**config.mk**
```make
export PLATFORM = sky130hd
export DESIGN_NAME = ovp_seq_top
export DESIGN_NICKNAME = d
export VERILOG_FILES = /design/src/rtl/ovp_pkg.sv /design/src/rtl/ovp_win_timer.sv /design/src/rtl/ovp_chan_seq.sv /design/src/rtl/ovp_seq_top.sv
export SDC_FILE = /design/constraint.sdc
export NUM_CORES = 1
export LEC_CHECK = 0
export ABC_AREA = 1
export ABC_CLOCK_PERIOD_IN_PS = 1500
export CORE_MARGIN = 5
export CORE_UTILIZATION = 55
export DETAILED_ROUTE_END_ITERATION = 12
export PLACE_DENSITY = 0.76
export SETUP_SLACK_MARGIN = 0.05
export SLEW_MARGIN = 20
export SYNTH_ARGS = -nofsm -noshare
export SYNTH_HDL_FRONTEND = slang
export SYNTH_SLANG_ARGS = --single-unit
```
**constraint.sdc**
```tcl
create_clock -name clk -period 1.5 [get_ports clk]
set_clock_uncertainty 0.05 [all_clocks]
set_input_delay 0.15 -clock clk [delete_from_list [all_inputs] [get_ports clk]]
set_output_delay 0.15 -clock clk [all_outputs]
set_load 0.02 [all_outputs]
```
**src/rtl/ovp_pkg.sv**
```systemverilog
package ovp_pkg;

    typedef enum logic [1:0] {
        ST_NORMAL = 2'd0,
        ST_OFF    = 2'd1,
        ST_PROBE  = 2'd2
    } ovp_state_e;

    typedef struct packed {
        ovp_state_e state;
        logic       flag;
        logic       gate;
        logic       seen_oc;
        logic       mode;
    } ovp_regs_t;

    function automatic int unsigned max_u(input int unsigned a, input int unsigned b);
        return (a > b) ? a : b;
    endfunction

endpackage

```
**src/rtl/ovp_win_timer.sv**
```systemverilog
module ovp_win_timer #(
    parameter int unsigned CNT_W = 10
) (
    input  logic             clk,
    input  logic             rst_n,
    input  logic             clr,
    input  logic             tick,
    input  logic [CNT_W-1:0] limit,
    output logic             expire
);

    logic [CNT_W-1:0] count_d, count_q;
    logic             at_last;

    assign at_last = (count_q == (limit - CNT_W'(1)));
    assign expire  = tick && !clr && at_last;

    always_comb begin
        count_d = count_q;
        if (clr) begin
            count_d = '0;
        end else if (tick) begin
            count_d = at_last ? '0 : (count_q + CNT_W'(1));
        end
    end

    always_ff @(posedge clk) begin
        if (!rst_n) begin
            count_q <= '0;
        end else begin
            count_q <= count_d;
        end
    end

endmodule

```
**src/rtl/ovp_chan_seq.sv**
```systemverilog
module ovp_chan_seq
    import ovp_pkg::*;
#(
    parameter int unsigned OFF_TICKS = 900,
    parameter int unsigned ON_TICKS  = 20
) (
    input  logic clk,
    input  logic rst_n,
    input  logic tick,
    input  logic ch_en,
    input  logic oc_det,
    input  logic static_mode,
    input  logic ss_done,
    output logic out_en,
    output logic ovl_flag
);

    localparam int unsigned MAX_TICKS = max_u(OFF_TICKS, ON_TICKS);
    localparam int unsigned CNT_W     = (MAX_TICKS < 2) ? 1 : $clog2(MAX_TICKS);

    ovp_regs_t        cur_q, nxt_d;
    logic             tmr_clr;
    logic             tmr_expire;
    logic [CNT_W-1:0] tmr_limit;
    logic             mode_chg;
    logic             oc_any;

    assign mode_chg  = (static_mode != cur_q.mode);
    assign tmr_limit = (cur_q.state == ST_OFF) ? CNT_W'(OFF_TICKS) : CNT_W'(ON_TICKS);
    assign tmr_clr   = !ch_en || !ss_done || mode_chg || static_mode ||
                       (cur_q.state == ST_NORMAL);
    assign oc_any    = cur_q.seen_oc || oc_det;

    ovp_win_timer #(
        .CNT_W (CNT_W)
    ) win_tmr_i (
        .clk    (clk),
        .rst_n  (rst_n),
        .clr    (tmr_clr),
        .tick   (tick),
        .limit  (tmr_limit),
        .expire (tmr_expire)
    );

    always_comb begin
        nxt_d      = cur_q;
        nxt_d.mode = static_mode;
        if (!ch_en) begin
            nxt_d.state   = ST_NORMAL;
            nxt_d.flag    = 1'b0;
            nxt_d.gate    = 1'b0;
            nxt_d.seen_oc = 1'b0;
        end else if (!ss_done || mode_chg) begin
            nxt_d.state   = ST_NORMAL;
            nxt_d.flag    = 1'b0;
            nxt_d.gate    = 1'b1;
            nxt_d.seen_oc = 1'b0;
        end else if (static_mode) begin
            nxt_d.state   = ST_NORMAL;
            nxt_d.flag    = oc_det;
            nxt_d.gate    = 1'b1;
            nxt_d.seen_oc = 1'b0;
        end else begin
            unique case (cur_q.state)
                ST_NORMAL: begin
                    nxt_d.seen_oc = 1'b0;
                    if (oc_det) begin
                        nxt_d.state = ST_OFF;
                        nxt_d.flag  = 1'b1;
                        nxt_d.gate  = 1'b0;
                    end else begin
                        nxt_d.flag = 1'b0;
                        nxt_d.gate = 1'b1;
                    end
                end
                ST_OFF: begin
                    nxt_d.flag    = 1'b1;
                    nxt_d.gate    = 1'b0;
                    nxt_d.seen_oc = 1'b0;
                    if (tmr_expire) begin
                        nxt_d.state = ST_PROBE;
                        nxt_d.gate  = 1'b1;
                    end
                end
                ST_PROBE: begin
                    nxt_d.flag    = 1'b1;
                    nxt_d.gate    = 1'b1;
                    nxt_d.seen_oc = oc_any;
                    if (tmr_expire) begin
                        nxt_d.seen_oc = 1'b0;
                        if (oc_any) begin
                            nxt_d.state = ST_OFF;
                            nxt_d.gate  = 1'b0;
                        end else begin
                            nxt_d.state = ST_NORMAL;
                            nxt_d.flag  = 1'b0;
                        end
                    end
                end
                default: begin
                    nxt_d.state   = ST_NORMAL;
                    nxt_d.flag    = 1'b0;
                    nxt_d.gate    = 1'b1;
                    nxt_d.seen_oc = 1'b0;
                end
            endcase
        end
    end

    always_ff @(posedge clk) begin
        if (!rst_n) begin
            cur_q.state   <= ST_NORMAL;
            cur_q.flag    <= 1'b0;
            cur_q.gate    <= 1'b0;
            cur_q.seen_oc <= 1'b0;
            cur_q.mode    <= static_mode;
        end else begin
            cur_q <= nxt_d;
        end
    end

    assign out_en   = cur_q.gate;
    assign ovl_flag = cur_q.flag;

endmodule

```
**src/rtl/ovp_seq_top.sv**
```systemverilog
module ovp_seq_top #(
    parameter int unsigned NUM_CH = 2,
    parameter int unsigned OFF_MS = 900,
    parameter int unsigned ON_MS  = 20
) (
    input  logic              clk,
    input  logic              rst_n,
    input  logic              ms_tick,
    input  logic [NUM_CH-1:0] ch_en,
    input  logic [NUM_CH-1:0] oc_det,
    input  logic [NUM_CH-1:0] static_mode,
    input  logic [NUM_CH-1:0] ss_done,
    output logic [NUM_CH-1:0] out_en,
    output logic [NUM_CH-1:0] ovl_flag
);

    for (genvar c = 0; c < NUM_CH; c++) begin : g_ch
        ovp_chan_seq #(
            .OFF_TICKS (OFF_MS),
            .ON_TICKS  (ON_MS)
        ) seq_i (
            .clk         (clk),
            .rst_n       (rst_n),
            .tick        (ms_tick),
            .ch_en       (ch_en[c]),
            .oc_det      (oc_det[c]),
            .static_mode (static_mode[c]),
            .ss_done     (ss_done[c]),
            .out_en      (out_en[c]),
            .ovl_flag    (ovl_flag[c])
        );
    end

endmodule

```
==> Yosys cells after proc, flatten, opt, wreduce, memory -nomap -nowiden <==
Index checks and enable logic that the tools add are counted.
{ "word_totals": {"reg_bits": 32, "input_bits": 11, "output_inout_bits": 4} }
{ "classes": {"addsub": 4, "eq_ne": 14, "muxes": 26, "bitwise": 3, "n_reduce_logical": 34} }
{ "ops": {"columns": ["op", "n"], "rows": [
  ["$mux 10", 4],
  ["$mux 5", 6],
  ["$pmux 5 s3", 2],
  ["$add 10x1->10 const B", 2],
  ["$eq 10x10->1", 2],
  ["$sub 10x1->10 const B", 2],
  ["$logic_or 1x1->1", 12],
  ["$mux 2", 6],
  ["$mux 1", 8],
  ["$ne 2x1->1 const B", 4],
  ["$reduce_or 4->1", 2],
  ["$logic_not 1->1", 6],
  ["$reduce_and 3->1", 2],
  ["$reduce_or 3->1", 2],
  ["$eq 2x1->1 const B", 2],
  ["$eq 2x2->1 const B", 2],
  ["$logic_and 1x1->1", 4],
  ["$logic_not 2->1", 2],
  ["$ne 2x2->1 const B", 2],
  ["$reduce_and 2->1", 2],
  ["$reduce_or 2->1", 2],
  ["$not 1->1", 3],
  ["$ne 1x1->1", 2]
]} }

==> Depth between registers and ports, before layout <==
{ "logic_depth": {"ltp_word": 12, "mapped_depth": 11, "ltp_nobuf": 11} }

==> By module <==
A second synthesis with hierarchy kept.
{ "hier_totals": {"hier_cells": 396, "area_unflattened_um2": 2369.8} }
{ "modules_own_cells": {"columns": ["module", "n_inst", "cells_each", "area_each_um2", "seq_area_each_um2"], "rows": [
  ["ovp_win_timer", 2, 153, 877.1, 200.2],
  ["ovp_chan_seq", 2, 45, 307.8, 120.1]
]} }

==> Least setup slack after synthesis <==
No wires, ideal clock.
{ "synth_timing": {"kind": "register to register", "startpoint": "register g_ch[1].seq_i.win_tmr_i.count_q[0]", "endpoint": "register g_ch[1].seq_i.win_tmr_i.count_q[8]", "setup_ns": 0.073, "t_arrival_ns": 1.234, "t_required_ns": 1.377, "slack_ns": 0.143, "path_stages_with_launch": 9, "cell_sequence": "dfxtp_1 -> ha_1 -> nand2_1 -> nor2_2 -> nand4_1 -> or2_1 -> nor2_1 -> nor2_1 -> nor3_2"} }
{ "synth_via": {"elab_chain_len": 2, "elab_cells_between_ends": 3, "classes_between": "1 x add/sub; 1 x eq/ne; 1 x mux"} }
{ "synth_lines": {"columns": ["element", "line", "rtl"], "rows": [
  ["start: declaration", "ovp_win_timer.sv:12", "logic [CNT_W-1:0] count_d, count_q;"],
  ["start signal: assignment", "ovp_win_timer.sv:31", "count_q <= count_d;"],
  ["$add 10x1->10 or $eq 10x10->1 (tied branches)", "ovp_win_timer.sv:23, ovp_win_timer.sv:15", null],
  ["$mux 10 (*)", "ovp_win_timer.sv:23", "count_d = at_last ? '0 : (count_q + CNT_W'(1));"]
]} }
Mark *: on every way between the ends. The rest lies on a longest branch, timed or not.
A chain may end at the register's enable or synchronous reset.

==> Final worst setup path <==
{ "layout_timing": {"startpoint": "register g_ch[0].seq_i.win_tmr_i.count_q[1]", "endpoint": "register g_ch[0].seq_i.cur_q[5] (netlist bit)"} }
{ "layout_via": {"elab_chain_len": 4, "elab_cells_between_ends": 5, "classes_between": "3 x eq/ne; 2 x reduce/logical"} }
{ "layout_lines": {"columns": ["element", "line", "rtl"], "rows": [
  ["start: declaration", "ovp_win_timer.sv:12", null],
  ["start signal: assignment", "ovp_win_timer.sv:31", null],
  ["$eq 10x10->1 (*)", "ovp_win_timer.sv:15", "assign at_last = (count_q == (limit - CNT_W'(1)));"],
  ["$logic_and 1x1->1 (*)", "ovp_win_timer.sv:16", "assign expire = tick && !clr && at_last;"],
  ["$ne 2x1->1 (no source line)", null, null],
  ["$reduce_and 3->1 (no source line) (*)", null, null],
  ["end signal: assignment", "ovp_chan_seq.sv:118", "cur_q <= nxt_d;"],
  ["end: declaration", "ovp_chan_seq.sv:21", "ovp_regs_t cur_q, nxt_d;"]
]} }
Marked as above.

==> results.toml <==
[logic_synthesis]
ys_seq_elements = 32
synth_fp_nets = 270
async_flop_share_pct = 0
yosysTopAreaCellShare_pct = 36.0
yosysSeqAreaShare_pct = 36.0
syn_inst = 257
syn_area_um2 = 1780
ys_types = 32
yosysMostFrequentCell = "nor2_1"
syn_avg_cell_area_um2 = 6.93
yosys-top-cells-count = "nor2_1 (51), nand2_1 (47), inv_1 (36)"
synthFlopType = "dfxtp_1"
synth_edf_count = 0
synth_top_cells_by_area = "dfxtp_1 (36%), nor2_1 (11%), nand2_1 (9.9%)"
synth-warning-count = 0
synth_area_leader_cell = "dfxtp_1"

[timing]
fin_crit_ns = 1.46
drv_slew = 0
relSlewSlack_pct = 81.3
tns_ns = 0
rsz0062_at_grt = "yes"
finalCritPeriodShare_pct = 97.5
max_slew.worst_pin.slew_ns = 0.279
finalHoldViolCount = 0
max_freq_mhz = 684
report.final.setup_viol = 0

[detailed_routing]
drtAntennaViolNets = 0
wl_per_cell_um = 10.5
firstDrtPassIters = 4
routed_via_density = 4.85
vias = 1684
drt_iter0_drc = 68
finalWirelength_mm = 3.64
route.detailed.drc = 0

[die]
ios = 15
start_util_pct = 57.9
die_x_um = 66.9
num_rows = 20
core_area_um2 = 3080
die_area_um2 = 4480
die_h_um = 66.9

[worst_setup_path]
rr_endpoint = "g_ch[0].seq_i.cur_q[5]"
start_kind = "flip-flop"
crit_type = "reg2reg"
worstPathRequired_ns = 1.72
setup.worst_path.start = "g_ch[0].seq_i.win_tmr_i.count_q[1]"
reg2reg_depth = 9
ff2ff_setup_slack_ns = 0.04
arrival_ns = 1.68
regToRegStartpoint = "g_ch[0].seq_i.win_tmr_i.count_q[1]"
worstPathMaxFanout = 2
crit_path_end_kind = "flip-flop"

[power]
power_density_nw_per_um2 = 640
clock_power_share_pct = 34.5
power.switching_w = 0.000348
p_sw_share_pct = 23.2
p_comb_share_pct = 8.2
vdd_drop_max_v = 0.000550
total_power_w = 0.00150
intPower_w = 0.00115
p_seq_share_pct = 57.3
p_leak_nw = 0.948

[finish]
area_delta_synth_final_pct = 31.4
nNetsFinal = 315
antenna_cells = 0
fillers = 239
final_area_um2 = 2340
drive_gt1_share_pct = 32.3

[placed_design]
placed_cell_area_um2 = 2100
place_hpwl_mm = 2.60
place_congestion = 0.855
port_buffers = 14

[global_route]
globalRouteMet1Util_pct = 23.0
met3_usage_pct = 3.54
overflow = 0
grt_pass1_vias = 1543
track_usage_pct = 17.8
grt_pass1_wl_mm = 6.13
top_usage_layer = "met2"
gr-usage-met2_pct = 28.1
grt_max_degree = 12
antenna_found_initial = 0

[run_status]
status = "completed"

[clocking]
numClockSinks = 32
tritoncts = "yes"
cts_buffer_depth = 2
htree_levels = 2
cts_buffers = 5
clkTransAtPathRegs_ns = 0.09
worstSkewPairLatency_ns = 0.33
root_buffer = "clkbuf_4"

[run]
cap_violations = 0

[min_path]
hold_depth = 1
min_from = "static_mode[0]"
hold_path.class = "in2reg"
min_to = "g_ch[0].seq_i.cur_q[0]"
## cells by family after synthesis
| kind of cell | after synthesis | share of synthesized area [%] |
|---|---|---|
| xor+xnor | 6 | 2.95 |
| compound gates | 22 | 7.58 |
| fa+ha+maj | 2 | 1.40 |
| buf+inv | 46 | 11.0 |
| flops | 32 | 36.0 |
| simple gates | 149 | 41.2 |
## power by group through the flow
stage | logic [W] | clock network [W] | registers [W]
after floorplan | 0.0000586 | 0 | 0.000879
after global routing | 0.000137 | 0.000572 | 0.000860
after detailed placement | 0.000120 | 0 | 0.000880
after global placement | 0.000119 | 0 | 0.000880
after CTS | 0.000119 | 0.000528 | 0.000860
final | 0.000123 | 0.000517 | 0.000858
## cell usage in the layout (no fill, tap or decap), types with 5 or more instances in the layout
cell type         n
a21oi_1           9
nand2_2           6
dfxtp_2           8
o21ai_0           5
nor2_1           43
nor3_2            5
nand4_1           6
nand2_1          43
nor3_1            5
nor2_4            6
inv_1            32
inv_2             9
nand3_1          10
buf_4            28
clkbuf_4          5
nor2_2           11
dfxtp_1          23
clkdlybuf4s50_1  10
## flip-flops by register name, summed over array words and instances (netlist names)
name and flops:
g_ch.seq_i.ovl_flag 2, g_ch.seq_i.cur_q 8, g_ch.seq_i.win_tmr_i.count_q 20, g_ch.seq_i.out_en 2
## per-layer routing
metal	part of all wire, %	routed length (um)
met1	48	1730
met2	46	1680
met3	4.5	164
met4	1.7	60
met5	0	0
## worst max path at each step
| stage | end |
|---|---|
| floorplan | g_ch[1].seq_i.win_tmr_i.count_q[8] |
| global placement | g_ch[0].seq_i.win_tmr_i.count_q[9] |
| detailed placement | g_ch[0].seq_i.win_tmr_i.count_q[9] |
| CTS | g_ch[1].seq_i.win_tmr_i.count_q[0] |
| global route | g_ch[0].seq_i.cur_q[5] |
| finish | g_ch[0].seq_i.cur_q[5] |
## area by class of cell
cell class,instances,area (um^2),area share (%)
clock buffer,8,58.8,2.51
inverter,41,154,6.57
multi-input combinational,179,1050,45.1
sequential,32,654,28.0
tap,44,55.1,2.35
timing repair buffer,43,364,15.6
## what timing repair did
action                                  CTS  global route
hold buffers                              0             0
resized for setup                        12            35
endpoints found under the setup margin   13            25
pin swaps                                11            19
setup buffers                             2             5
endpoints found under the hold margin     0             0
## critical path: stages (launching register included)
cell,delay (ns)
dfxtp_2,0.37
ha_4,0.14
inv_2,0.04
nor2_2,0.09
nand2_1,0.07
nor2_2,0.11
and2_4,0.15
nand4_1,0.12
buf_4,0.17
a21oi_2,0.10
## through the flow
| step | instances | hold WS, ns | util (%) | worst slack [ns] |
|---|---|---|---|---|
| floorplan | 257 | 0.128 | - | 0.143 |
| global placement | 332 | 0.442 | 68.3 | -0.168 |
| detailed placement | 332 | 0.456 | 68.3 | -0.203 |
| CTS | 342 | 0.236 | 71.6 | 0.00822 |
| global route | 347 | 0.236 | 76.1 | -0.0554 |
| finish | 347 | 0.242 | 76.1 | 0.0379 |
No activity file was read; power rests on OpenSTA's default activity.
